<file path="src/rtl/rtc_emu_pkg.sv">
package rtc_emu_pkg;
    localparam int TW        = 32;
    localparam int BASE_LOG2 = 6;   // 64 Hz polling tick
    localparam int LIM_W     = BASE_LOG2 + 1;

    localparam logic [7:0] FLG_PEND = 8'h80;
    localparam logic [7:0] FLG_PER  = 8'h40;
    localparam logic [7:0] FLG_ALM  = 8'h20;
    localparam logic [7:0] FLG_UPD  = 8'h10;

    typedef struct packed {
        logic [7:0] hour;
        logic [7:0] min;
        logic [7:0] sec;
    } tod_t;

    typedef struct packed {
        logic per;
        logic alm;
        logic upd;
    } flags_t;

    function automatic logic [TW-1:0] fast_interval(input logic [TW-1:0] hz,
                                                    input logic [3:0] k);
        logic [TW-1:0] v;
        v = hz >> k;
        return (v == '0) ? {{(TW-1){1'b0}}, 1'b1} : v;
    endfunction

    function automatic logic [15:0] pack_word(input flags_t f);
        return {8'h01, FLG_PEND | (f.per ? FLG_PER : 8'h00)
                                | (f.alm ? FLG_ALM : 8'h00)
                                | (f.upd ? FLG_UPD : 8'h00)};
    endfunction
endpackage

</file>
<file path="src/rtl/rtc_interval_sel.sv">
module rtc_interval_sel
    import rtc_emu_pkg::*;
#(
    parameter int CNT_HZ = 32768
) (
    input  logic              per_en,
    input  logic [3:0]        rate_log2,
    output logic [TW-1:0]     delta,
    output logic [LIM_W-1:0]  limit
);
    localparam logic [TW-1:0] HZ_V     = TW'(CNT_HZ);
    localparam logic [TW-1:0] BASE_DLT = TW'(CNT_HZ >> BASE_LOG2);

    logic fast;
    assign fast = per_en && (rate_log2 > 4'(BASE_LOG2));

    always_comb begin
        if (fast) begin
            delta = fast_interval(HZ_V, rate_log2);
            limit = LIM_W'(1);
        end else begin
            delta = BASE_DLT;
            limit = LIM_W'(1) << (3'(BASE_LOG2) - rate_log2[2:0]);
        end
    end
endmodule

</file>
<file path="src/rtl/rtc_rearm.sv">
module rtc_rearm
    import rtc_emu_pkg::*;
#(
    parameter int LOST_W = 8
) (
    input  logic              clk,
    input  logic              rst,
    input  logic              tick,
    input  logic [TW-1:0]     count,
    input  logic              any_src,
    input  logic [TW-1:0]     delta,
    output logic [TW-1:0]     cmp,
    output logic              chan_en,
    output logic              busy,
    output logic              done,
    output logic [LOST_W-1:0] lost
);
    localparam logic [LOST_W-1:0] LOST_MAX = '1;

    logic [TW-1:0]     step_q;
    logic [LOST_W-1:0] run_q;
    logic              any_q;
    logic              behind;

    assign behind = $signed(count - cmp) > 0;

    always_ff @(posedge clk) begin
        if (rst) begin
            cmp     <= '0;
            chan_en <= 1'b0;
            busy    <= 1'b0;
            done    <= 1'b0;
            lost    <= '0;
            step_q  <= '0;
            run_q   <= '0;
            any_q   <= 1'b0;
        end else begin
            done  <= 1'b0;
            any_q <= any_src;
            if (busy) begin
                if (behind) begin
                    cmp <= cmp + step_q;
                    if (run_q != LOST_MAX) run_q <= run_q + 1'b1;
                end else begin
                    busy <= 1'b0;
                    done <= 1'b1;
                    lost <= run_q;
                end
            end else if (tick && chan_en) begin
                if (!any_src) begin
                    chan_en <= 1'b0;
                end else begin
                    cmp    <= cmp + delta;
                    step_q <= delta;
                    run_q  <= '0;
                    busy   <= 1'b1;
                end
            end else if (any_src && !any_q) begin
                cmp     <= count + delta;
                chan_en <= 1'b1;
            end
        end
    end
endmodule

</file>
<file path="src/rtl/rtc_flag_eval.sv">
module rtc_flag_eval
    import rtc_emu_pkg::*;
#(
    parameter int LOST_W = 8
) (
    input  logic              clk,
    input  logic              rst,
    input  logic              done,
    input  logic [LOST_W-1:0] lost,
    input  logic [7:0]        src_en,
    input  tod_t              now,
    input  tod_t              alarm,
    input  logic [LIM_W-1:0]  limit,
    output logic [15:0]       word,
    output logic              stb
);
    localparam int SUM_W = LOST_W + 2;

    logic [7:0]       prev_sec_q;
    logic [LIM_W-1:0] pcnt_q;
    logic [SUM_W-1:0] sum;
    flags_t           f;

    assign sum   = SUM_W'(pcnt_q) + SUM_W'(lost) + SUM_W'(1);
    assign f.upd = src_en[4] && (now.sec != prev_sec_q);
    assign f.alm = src_en[5] && (now == alarm);
    assign f.per = src_en[6] && (sum >= SUM_W'(limit));

    always_ff @(posedge clk) begin
        if (rst) begin
            prev_sec_q <= '0;
            pcnt_q     <= '0;
            word       <= '0;
            stb        <= 1'b0;
        end else begin
            stb <= 1'b0;
            if (done) begin
                if (f.upd) prev_sec_q <= now.sec;
                if (src_en[6]) pcnt_q <= f.per ? '0 : sum[LIM_W-1:0];
                if (f.upd || f.alm || f.per) begin
                    word <= pack_word(f);
                    stb  <= 1'b1;
                end
            end
        end
    end
endmodule

</file>
<file path="src/rtl/rtc_emu_unit.sv">
module rtc_emu_unit
    import rtc_emu_pkg::*;
#(
    parameter int CNT_HZ = 32768,
    parameter int LOST_W = 8
) (
    input  logic              clk,
    input  logic              rst,
    input  logic              tick_i,
    input  logic [31:0]       count_i,
    input  logic [7:0]        hour_i,
    input  logic [7:0]        min_i,
    input  logic [7:0]        sec_i,
    input  logic [7:0]        alm_hour_i,
    input  logic [7:0]        alm_min_i,
    input  logic [7:0]        alm_sec_i,
    input  logic [7:0]        src_en_i,
    input  logic [3:0]        rate_log2_i,
    output logic [31:0]       cmp_o,
    output logic              chan_en_o,
    output logic [LOST_W-1:0] lost_o,
    output logic [15:0]       irq_word_o,
    output logic              irq_stb_o
);
    logic [TW-1:0]    delta;
    logic [LIM_W-1:0] limit;
    logic             any_src;
    logic             busy;
    logic             done;
    tod_t             now, alarm;

    assign any_src = |(src_en_i & (FLG_PER | FLG_ALM | FLG_UPD));
    assign now     = '{hour: hour_i, min: min_i, sec: sec_i};
    assign alarm   = '{hour: alm_hour_i, min: alm_min_i, sec: alm_sec_i};

    rtc_interval_sel #(.CNT_HZ(CNT_HZ)) u_sel (
        .per_en(src_en_i[6]), .rate_log2(rate_log2_i),
        .delta(delta), .limit(limit)
    );

    rtc_rearm #(.LOST_W(LOST_W)) u_rearm (
        .clk(clk), .rst(rst), .tick(tick_i), .count(count_i),
        .any_src(any_src), .delta(delta), .cmp(cmp_o),
        .chan_en(chan_en_o), .busy(busy), .done(done), .lost(lost_o)
    );

    rtc_flag_eval #(.LOST_W(LOST_W)) u_flags (
        .clk(clk), .rst(rst), .done(done), .lost(lost_o),
        .src_en(src_en_i), .now(now), .alarm(alarm), .limit(limit),
        .word(irq_word_o), .stb(irq_stb_o)
    );
endmodule

</file>
<file path="config.mk">
export PLATFORM = sky130hd
export DESIGN_NAME = rtc_emu_unit
export DESIGN_NICKNAME = d
export VERILOG_FILES = /design/src/rtl/rtc_emu_pkg.sv /design/src/rtl/rtc_interval_sel.sv /design/src/rtl/rtc_rearm.sv /design/src/rtl/rtc_flag_eval.sv /design/src/rtl/rtc_emu_unit.sv
export SDC_FILE = /design/constraint.sdc
export NUM_CORES = 1
export LEC_CHECK = 0
export BUFFER_PORTS_ARGS = -buffer_cell sky130_fd_sc_hd__buf_4
export CORE_MARGIN = 10
export CORE_UTILIZATION = 43
export DETAILED_ROUTE_END_ITERATION = 8
export SLEW_MARGIN = 20
export SYNTH_ARGS = -nofsm -noshare
export SYNTH_HDL_FRONTEND = slang
export SYNTH_SLANG_ARGS = --single-unit
</file>
<file path="constraint.sdc">
create_clock -name clk -period 10.4 [get_ports clk]
set_input_delay 2.08 -clock clk [delete_from_list [all_inputs] [get_ports clk]]
set_output_delay 2.08 -clock clk [all_outputs]
set_load 0.01 [all_outputs]
</file>
==> results by group <==
Power and ir drop
  – Internal power: 0.783 mW
  – Combinational power share: 0.449
  – Power share of the clock group: 0.255
  – Leak: 4.73 nW
  – Sw Share: 0.403
  – Max VDD drop: 0.0810 mV
  – Power density over the cells: 118 nW/um^2
  – NetSw: 0.529 mW
  – Seq pwr share: 0.296

Layout
  – Number of fill cells: 2248
  – Diodes inserted: 0
  – Share of layout cells above drive strength 1: 0.135
  – Final net count: 1591
  – Register area: 1760 sq um
  – Multi-input logic area: 7320 sq um
  – Area Growth Syn to Fin: 15.0%

Critical path
  – Setup CP Type: input pin to register
  – Startpoint types: input pin
  – CP required: 10640 ps
  – Crit-path max FO: 20
  – Endpoint class of the critical path: register
  – Worst Path Arrival: 6890 ps

Clock tree
  – Post-CTS Resized: 0
  – Reg clk slew, reported paths: 70 ps
  – Max Buffers Root-to-Sink: 2
  – Total CTS buffers: 9
  – Skew-Pair Late Insertion Delay: 360 ps
  – CTS root buffer: clkbuf_16
  – Htree depth: 3
  – TritonCTS clock tree: done
  – Hold buffers post-CTS: 0
  – Clock sink count: 88
  – Postcts setup bufs: 0

Floorplanning
  – Die X-Extent: 170 um
  – CORE AREA: 22000 sq um
  – Chip Height: 170 um
  – Initial core utilization: 0.439
  – Io pins: 153
  – Die Footprint: 28800 sq um
  – FP Rows: 54

Logic synthesis
  – Register area share after synthesis: 0.183
  – Netlist Area Pre-Place: 9640 sq um
  – Mean Syn Cell Area: 7.33 sq um
  – Synth unique cells: 76
  – Largest cells by area after synthesis: dfxtp_1, ha_1, a21oi_1
  – Async SR Flop Fraction: 0
  – Syn. warnings: 0
  – Synth Flop Type: dfxtp_1
  – Post-synthesis register bit count: 88
  – Area share of the largest cell type after synthesis: 0.183
  – EDFF count, synth: 0
  – Mapped Cells: 1315
  – Yosys top cell by area: dfxtp_1

GRT
  – First-pass GRT wire length: 51000 um
  – All-Layer GR Usage: 0.215
  – Initial antenna violation count: 0
  – Vias in the first global route: 9619
  – GRT overflow: 0
  – Largest net degree at the start of global routing: 77

Outcome
  – Status: finished, final reports clean

STA
  – # setup viols final: 0
  – Setup TNS Final: 0 ps
  – Setup WS post-layout: 3750 ps
  – Final Cycle Share: 0.640
  – Endpoints failing hold: 0
  – Clock skew: 10.4 ps
  – Worst slew pin tran: 1060 ps
  – RSZ-0062 raised after global routing: no
  – Min cycle time layout: 6650 ps
  – Max Clock Freq: 150 MHz
  – Final Max Slew Viols: 0
  – Relative slew margins: 0.288

Routing
  – Drt via density: 6.06
  – DR pass1 iterations: 5
  – DRC: 0
  – Post-DRT Antenna Nets: 0
  – Total wire length: 32400 um
  – Via count: 10300
  – First DRT Iteration DRCs: 796
  – Wirelength per Cell: 19.1 um

Place
  – Dpl ws: 3590 ps
  – PortBufs: 136
  – Placer congestion estimate: 0.942
  – Detailed placement HPWL: 25600 um

Worst hold path
  – Tightest Hold Check Type: register to register

Flow run
  – Max Cap Viol: 0
[critical path: stages]
cell	delay [ps]
buf_4	100
inv_1	80
ha_1	170
inv_1	50
fa_1	420
a21o_1	230
a221o_1	400
a211o_1	390
xnor2_1	270
nand4_1	180
nor4b_1	560
and4_1	490
and3_1	820
nor2_4	300
a32o_1	340
[synth_stat cells (11+ instances only)]
cell type	number
dfxtp_1	88
buf_4	12
a21o_1	38
nand2b_1	14
a211oi_2	11
inv_1	69
ha_1	80
clkbuf_1	48
xnor2_1	48
nor4_1	14
nand4_1	27
o211ai_1	12
nand3_1	54
and2_1	15
nor2b_1	11
mux2i_1	24
o21a_1	11
xor2_1	39
or3_1	14
nand2_1	115
nor3_1	36
a21oi_1	127
a31oi_1	20
and3_1	26
o21bai_1	11
nor2_1	89
o21ai_0	85
[kinds of logic after synthesis]
group / Yosys count / synth area share
other: 1 / 0.000389
buffers and inverters: 145 / 0.0638
multiplexers: 26 / 0.0273
AO/OA/AOI/OAI: 435 / 0.300
AND/OR/NAND/NOR: 449 / 0.234
XOR/XNOR: 87 / 0.0791
adder cells (fa/ha/maj): 84 / 0.112
flip-flops: 88 / 0.183
[state kept, by name, indices dropped and copies added (netlist names)]
register            count
u_rearm.run_q           8
u_rearm.step_q         16
u_rearm.busy            1
u_flags.stb             1
u_flags.prev_sec_q      8
u_rearm.chan_en         1
u_flags.pcnt_q          7
u_flags.word            4
u_rearm.cmp            32
u_rearm.done            1
u_rearm.any_q           1
u_rearm.lost            8
[cell type report]
cell class,count,share of cell area
clock buffers,11,0.0219
clock inverters,5,0.00508
inverters,70,0.0237
multi-input cells,1098,0.660
flip-flops and latches,88,0.159
well taps,280,0.0316
repair buffers,145,0.0982
[per-stage QoR]
step                       util  instances  power [mW]  hold slack [ps]  cell area (sq um)
after global placement    0.491       1681       0.969              444              10800
final                     0.505       1697        1.31              461              11100
after CTS                 0.505       1697        1.31              462              11100
after floorplan               -       1331       0.793              424               9700
after global routing      0.505       1697        1.39              486              11100
after detailed placement  0.491       1681       0.972              453              10800
[worst paths after layout]
check / startpoint / end / slack [ps] / cells past startpoint
max reg2reg: u_rearm.cmp[22] / u_rearm.cmp[16] / 5110 / 12
min: u_flags.word[6] / u_flags.word[6] / 460 / 2
max: count_i[0] / u_rearm.cmp[16] / 3750 / 15
min reg2reg: u_flags.word[6] / u_flags.word[6] / 460 / 2
[placed cells by master (no fill, tap or decap), types with 36 or more instances in the layout]
cell     instances
inv_1           69
ha_1            80
dfxtp_1         87
o21ai_0         85
a21oi_1        127
nor3_1          36
xnor2_1         48
a21o_1          38
nor2_1          89
buf_4          145
nand2_1        114
nand3_1         54
xor2_1          39
[power by group through the flow]
stage	clock (mW)	sequential, mW	combinational (mW)
2_1_floorplan	0	0.390	0.402
3_3_place_gp	0	0.396	0.573
3_5_place_dp	0	0.395	0.577
4_1_cts	0.340	0.388	0.579
5_1_grt	0.353	0.391	0.647
6_report	0.334	0.388	0.590
[layer usage]
metal / GRT usage / part of all wire
met1: 0.292 / 0.45
met2: 0.344 / 0.46
met3: 0.0388 / 0.071
met4: 0.0519 / 0.017
met5: 0 / 0
(Power assumes the default switching activity.)
